<file path="src/rtl/strm2d_pkg.sv">
package strm2d_pkg;
  typedef enum logic [2:0] {
    ACT_HOLD,
    ACT_STEP,
    ACT_WRAP,
    ACT_LAST,
    ACT_LOAD
  } act_e;
endpackage

</file>
<file path="src/rtl/strm2d_grant.sv">
module strm2d_grant #(
  parameter int CW = 8,
  parameter int NW = 4
) (
  input  logic          par_mode,
  input  logic [NW-1:0] par_count,
  input  logic [CW-1:0] row_len,
  input  logic [CW-1:0] col,
  input  logic          done,
  output logic [NW-1:0] grant
);
  localparam int LW = (CW > NW) ? CW + 1 : NW + 1;

  logic [LW-1:0] remain;
  logic [LW-1:0] want;

  always_comb begin
    remain = LW'(row_len) - LW'(col);
    if (!par_mode || par_count == '0) want = LW'(1);
    else                              want = LW'(par_count);
    if (done)               grant = '0;
    else if (want > remain) grant = NW'(remain);
    else                    grant = NW'(want);
  end
endmodule

</file>
<file path="src/rtl/strm2d_step.sv">
module strm2d_step #(
  parameter int AW = 32,
  parameter int CW = 8,
  parameter int RW = 8,
  parameter int NW = 4
) (
  input  logic [AW-1:0] base,
  input  logic [AW-1:0] row_start,
  input  logic [RW-1:0] row,
  input  logic [CW-1:0] col,
  input  logic [NW-1:0] grant,
  input  logic [CW-1:0] row_len,
  input  logic [RW-1:0] row_cnt,
  input  logic [AW-1:0] elem_stride,
  input  logic [AW-1:0] row_stride,
  output logic [AW-1:0] step_base,
  output logic [CW-1:0] step_col,
  output logic [AW-1:0] wrap_base,
  output logic [RW-1:0] wrap_row,
  output logic          is_wrap,
  output logic          is_last
);
  logic [CW:0] col_sum;

  always_comb begin
    col_sum   = {1'b0, col} + (CW+1)'(grant);
    is_wrap   = (col_sum >= {1'b0, row_len});
    is_last   = is_wrap && ((row + RW'(1)) >= row_cnt);
    step_base = base + elem_stride * AW'(grant);
    step_col  = col_sum[CW-1:0];
    wrap_base = row_start + row_stride;
    wrap_row  = row + RW'(1);
  end
endmodule

</file>
<file path="src/rtl/strm2d_pos.sv">
module strm2d_pos
  import strm2d_pkg::*;
#(
  parameter int AW = 32,
  parameter int CW = 8,
  parameter int RW = 8,
  parameter int NW = 4
) (
  input  logic          clk,
  input  logic          rst,
  input  logic [CW-1:0] cfg_row_len,
  input  logic [RW-1:0] cfg_row_cnt,
  input  logic [AW-1:0] cfg_elem_stride,
  input  logic [AW-1:0] cfg_row_stride,
  input  logic          par_mode,
  input  logic [NW-1:0] par_count,
  input  logic          commit,
  input  logic          abort,
  input  logic          rs_load,
  input  logic [AW-1:0] rs_base,
  input  logic [RW-1:0] rs_row,
  input  logic [CW-1:0] rs_col,
  output logic [AW-1:0] cur_base,
  output logic [RW-1:0] cur_row,
  output logic [CW-1:0] cur_col,
  output logic [NW-1:0] grant_cnt,
  output logic          done
);
  logic [AW-1:0] base_q, rstart_q;
  logic [RW-1:0] row_q;
  logic [CW-1:0] col_q;
  logic          done_q;

  logic [AW-1:0] step_base, wrap_base;
  logic [CW-1:0] step_col;
  logic [RW-1:0] wrap_row;
  logic          is_wrap, is_last;
  logic [NW-1:0] grant;
  act_e          act;

  strm2d_grant #(.CW(CW), .NW(NW)) grant_i (
    .par_mode (par_mode),
    .par_count(par_count),
    .row_len  (cfg_row_len),
    .col      (col_q),
    .done     (done_q),
    .grant    (grant)
  );

  strm2d_step #(.AW(AW), .CW(CW), .RW(RW), .NW(NW)) step_i (
    .base       (base_q),
    .row_start  (rstart_q),
    .row        (row_q),
    .col        (col_q),
    .grant      (grant),
    .row_len    (cfg_row_len),
    .row_cnt    (cfg_row_cnt),
    .elem_stride(cfg_elem_stride),
    .row_stride (cfg_row_stride),
    .step_base  (step_base),
    .step_col   (step_col),
    .wrap_base  (wrap_base),
    .wrap_row   (wrap_row),
    .is_wrap    (is_wrap),
    .is_last    (is_last)
  );

  always_comb begin
    if (rs_load)                         act = ACT_LOAD;
    else if (commit && !abort && !done_q) begin
      if (is_last)      act = ACT_LAST;
      else if (is_wrap) act = ACT_WRAP;
      else              act = ACT_STEP;
    end else                             act = ACT_HOLD;
  end

  always_ff @(posedge clk) begin
    if (rst) begin
      base_q   <= '0;
      rstart_q <= '0;
      row_q    <= '0;
      col_q    <= '0;
      done_q   <= 1'b0;
    end else begin
      case (act)
        ACT_LOAD: begin
          base_q   <= rs_base;
          rstart_q <= rs_base - cfg_elem_stride * AW'(rs_col);
          row_q    <= rs_row;
          col_q    <= rs_col;
          done_q   <= (rs_row >= cfg_row_cnt);
        end
        ACT_STEP: begin
          base_q <= step_base;
          col_q  <= step_col;
        end
        ACT_WRAP, ACT_LAST: begin
          base_q   <= wrap_base;
          rstart_q <= wrap_base;
          row_q    <= wrap_row;
          col_q    <= '0;
          done_q   <= (act == ACT_LAST);
        end
        default: ;
      endcase
    end
  end

  assign cur_base  = base_q;
  assign cur_row   = row_q;
  assign cur_col   = col_q;
  assign grant_cnt = grant;
  assign done      = done_q;

  // sequential mode always grants a single element
  a_r2_seq_single: assert property (@(posedge clk) disable iff (rst)
    (!par_mode && !done) |-> (grant_cnt == NW'(1)));

  // a grant never runs past the end of the row
  a_r4_grant_in_row: assert property (@(posedge clk) disable iff (rst)
    (!done && (cur_col < cfg_row_len)) |->
      ((grant_cnt != '0) && ((CW+1)'(cur_col) + (CW+1)'(grant_cnt) <= (CW+1)'(cfg_row_len))));

  // consuming the row end returns to column 0 of the next row
  a_r5_row_wrap: assert property (@(posedge clk) disable iff (rst)
    (commit && !abort && !rs_load && !done &&
     ((CW+1)'(cur_col) + (CW+1)'(grant_cnt) == (CW+1)'(cfg_row_len))) |=>
      ((cur_col == '0) && (cur_row == $past(cur_row) + RW'(1))));

  // an aborted unit leaves the position untouched
  a_r6_abort_hold: assert property (@(posedge clk) disable iff (rst)
    (abort && !rs_load) |=>
      ($stable(cur_base) && $stable(cur_row) && $stable(cur_col)));

  // once finished, the stream stays finished and frozen
  a_r7_done_sticky: assert property (@(posedge clk) disable iff (rst)
    (done && !rs_load) |=> (done && $stable(cur_base) && $stable(cur_row)));

  // restore puts the saved address back
  a_r8_restore_base: assert property (@(posedge clk) disable iff (rst)
    rs_load |=> (cur_base == $past(rs_base)) && (cur_col == $past(rs_col)));
endmodule

</file>
<file path="config.mk">
export PLATFORM = sky130hd
export DESIGN_NAME = strm2d_pos
export DESIGN_NICKNAME = d
export VERILOG_FILES = /design/src/rtl/strm2d_pkg.sv /design/src/rtl/strm2d_grant.sv /design/src/rtl/strm2d_step.sv /design/src/rtl/strm2d_pos.sv
export SDC_FILE = /design/constraint.sdc
export NUM_CORES = 1
export LEC_CHECK = 0
export CELL_PAD_IN_SITES_DETAIL_PLACEMENT = 1
export CELL_PAD_IN_SITES_GLOBAL_PLACEMENT = 1
export CORE_MARGIN = 2
export CORE_UTILIZATION = 48
export CTS_CLUSTER_DIAMETER = 30
export DETAILED_ROUTE_END_ITERATION = 6
export GPL_TIMING_DRIVEN = 0
export PLACE_DENSITY_LB_ADDON = 0.1
export RECOVER_POWER = 100
export SYNTH_ARGS = -nofsm -noshare
export SYNTH_HDL_FRONTEND = slang
export SYNTH_HIERARCHICAL = 1
export SYNTH_SLANG_ARGS = --single-unit
</file>
<file path="constraint.sdc">
create_clock -name clk -period 18.9 [get_ports clk]
set_input_delay 1.89 -clock clk [delete_from_list [all_inputs] [get_ports clk]]
set_output_delay 1.89 -clock clk [all_outputs]
set_load 0.01 [all_outputs]
</file>
==> results.md <==
- Final WL: 70560 um
- DR iter-0 viols: 802
- Slew @ Worst Pin: 1.287 ns
- Clock skew: 0.01800 ns
- Nets@finish: 3137
- Routed wire per std cell: 22.79 um
- VDD IR max: 104.9 uV
- Switching power: 1.632 mW
- Area share of the largest cell type after synthesis: 0.2892
- Starting density of the core: 0.4878
- Post-DRT Antenna Nets: 0
- Setup_tns: 0 ns
- Layout cells sized above 1: 0.01707
- Die footprint: 40970 sq um
- Clock Latency Late Sink: 0.37 ns
- Cell count after synthesis: 2375
- Sequential power share: 0.083
- Max cap viols: 0
- Crit path top cell by count: fa_1
- Die height: 202.4 um
- Final Max Tran Viols: 0
- Commonest non-fill, non-tap cell in the layout: inv_1
- Tmin final: 11.03 ns
- Via count: 17.71k
- Core Area: 38740 sq um
- Port Buffer Count: 186
- CP Launch Type: input port
- Endpoint class of the critical path: flip-flop
- Final cell count without fillers: 3096
- CTS tree: done
- Arr. time, crit path: 11.31 ns
- Total CTS buffers: 9
- Vias/cell: 5.719
- Final period utilization: 0.5837
- Post-synth cell types: 72
- Overall Global Routing Usage: 0.3506
- Detailed-route DRC error count: 0
- Int Power: 1.268 mW
- Slew HR: 0.1326
- CP Max Fanout: 10
- Total gr overflow: 0
- Area grow syn2layout: 14.84%
- Status: finished, final reports clean
- Final setup fails: 0
- Final Hold Fails: 0
- Register area: 1622 sq um
- Met1 Usage GRT: 0.4151
- PostCTS Resize Cnt: 0
- Leakage: 10.30 nW
- Sequential fraction of the synthesis area: 0.08581
- Postcts setup bufs: 0
- Crit path kind: input port to flip-flop
- Floorplan row count: 72
- Slowest cell on the critical path: clkbuf_1
- WP data required: 19.18 ns
- Hold-fix buffers, CTS: 0
- DRT Pass-1 Iters: 5
- Placed cell count: 3079
- GR peak layer: met2
- Top cells by area, synth: fa_1, ha_1, inv_1
- Pwr dens: 133.7 nW/um^2
- Synth Area per Inst: 7.957 sq um
- Synth async-reset ratio: 0
- Largest net degree at the start of global routing: 17
- Met2 layer usage reported by global route: 0.6206
- CP Buf/Inv Count: 7
- Die Width: 202.4 um
- Max incr delay on CP: 0.65 ns
- Mapped Nets: 2940
- Hold Crit Class: flip-flop to flip-flop
- Max frequency: 90.64 MHz
- Synth Warn #: 6
- RD Place Congestion: 0.9283
- Vias in the first global route: 19.56k
- IO Count: 191
- Initial antenna violation count: 2
- Top delay family on crit path: adder cells
- Yosys top cell by area: fa_1
- # fillers: 4789
- RSZ-0062 raised after global routing: no
- Global-route wire length before repair: 109600 um
- EDFF count, synth: 0
- Combinational share of power: 0.849
- Clk network pwr share: 0.068
- Prevailing post-synth register cell: dfxtp_1
- Max Buffers Root-to-Sink: 2
- Dpl hpwl: 59350 um
- Post-synthesis register bit count: 81
- Synthesized area: 18900 sq um
- Clock-pin slew on the worst setup and hold paths: 0.08 ns
- CTS root buf: clkbuf_16
- Clock sink total: 81
- Met3 Use GR: 0.05111
- Worst hold slack: 0.4981 ns
- Most frequent cells in the layout: inv_1, fa_1, and2_1
- Htree depth: 3
- Multi-input combinational cell area: 15280 sq um
- Switching share of power: 0.5627
-- flip-flops by register name, indices dropped and copies added, names as in the netlist --
register / cells
cur_base: 32
rstart_q: 32
cur_col: 8
cur_row: 8
done: 1
-- worst paths after layout --
check                           depth (start not counted)                 startpoint  slack (ns)                         to
worst max-delay path                                   34             cfg_row_len[0]        7.87  cur_base[31]$_SDFFE_PP0P_
worst min-delay path                                    2  rstart_q[26]$_SDFFE_PP0P_        0.50  rstart_q[26]$_SDFFE_PP0P_
worst max register to register                         34    cur_col[1]$_SDFFE_PP0P_        9.59  cur_base[31]$_SDFFE_PP0P_
worst min register to register                          2  rstart_q[26]$_SDFFE_PP0P_        0.50  rstart_q[26]$_SDFFE_PP0P_
-- synthesized netlist by cell type, types with 29 or more instances --
library cell and count:
nor2_1 102, clkbuf_1 85, o22ai_1 29, a21oi_1 177
dfxtp_1 81, xor2_1 34, a21o_1 50, nand2_1 233
ha_1 154, fa_1 273, o21ai_0 83, inv_1 436
xnor2_1 80, and2_1 251
-- cells by family after synthesis --
| family | synth area share |
|---|---|
| and+or+nand+nor | 0.1949 |
| AOI/OAI and AO/OA | 0.1639 |
| buffers and inverters | 0.1047 |
| muxes | 0.006687 |
| DFF | 0.08581 |
| adders and majority gates | 0.3912 |
| xor gates and xnor gates | 0.05284 |
-- power groups by stage --
stage / clock, mW / sequential (mW) / combinational [mW]
3_5_place_dp: 0 / 0.243 / 2.42
3_3_place_gp: 0 / 0.243 / 2.35
4_1_cts: 0.199 / 0.240 / 2.45
6_report: 0.197 / 0.240 / 2.46
5_1_grt: 0.205 / 0.243 / 2.68
2_1_floorplan: 0 / 0.235 / 1.70
-- through the flow --
stage / instance area (sq um) / util / total power, mW / setup WS (ns)
3_3_place_gp: 21410 / 0.5526 / 2.594 / 8.321
5_1_grt: 21700 / 0.5601 / 3.132 / 7.290
3_5_place_dp: 21410 / 0.5526 / 2.666 / 8.048
4_1_cts: 21720 / 0.5606 / 2.888 / 8.368
6_report: 21700 / 0.5602 / 2.901 / 7.868
2_1_floorplan: 18900 / - / 1.937 / 10.49
-- layer usage --
layer / part of all wire / vias to the layer above
met5: 0 / -
met4: 0.054 / 0
met3: 0.053 / 193
met2: 0.50 / 577
met1: 0.39 / 8948
li1: - / 7987
-- final cells by class --
cell class,count,share of cell area
tap,518,0.02987
inverter,436,0.07542
antenna,1,0.0001153
buffer,91,0.01574
timing repair buffer,186,0.08579
clock inverter,7,0.003863
sequential,81,0.07472
clock buffer,9,0.01038
multi-input combinational,1767,0.7041
-- worst register-to-register path, delay by kind of cell, from the launching register on --
| family | cells | cell delay (ns) |
|---|---|---|
| flops | 1 | 0.49 |
| mux | 2 | 0.70 |
| simple gates | 12 | 2.08 |
| buf+inv | 6 | 1.63 |
| fa+ha+maj | 6 | 2.26 |
| xor+xnor | 1 | 0.15 |
| compound gates | 7 | 1.94 |
Power figures use the tool's default switching activity.
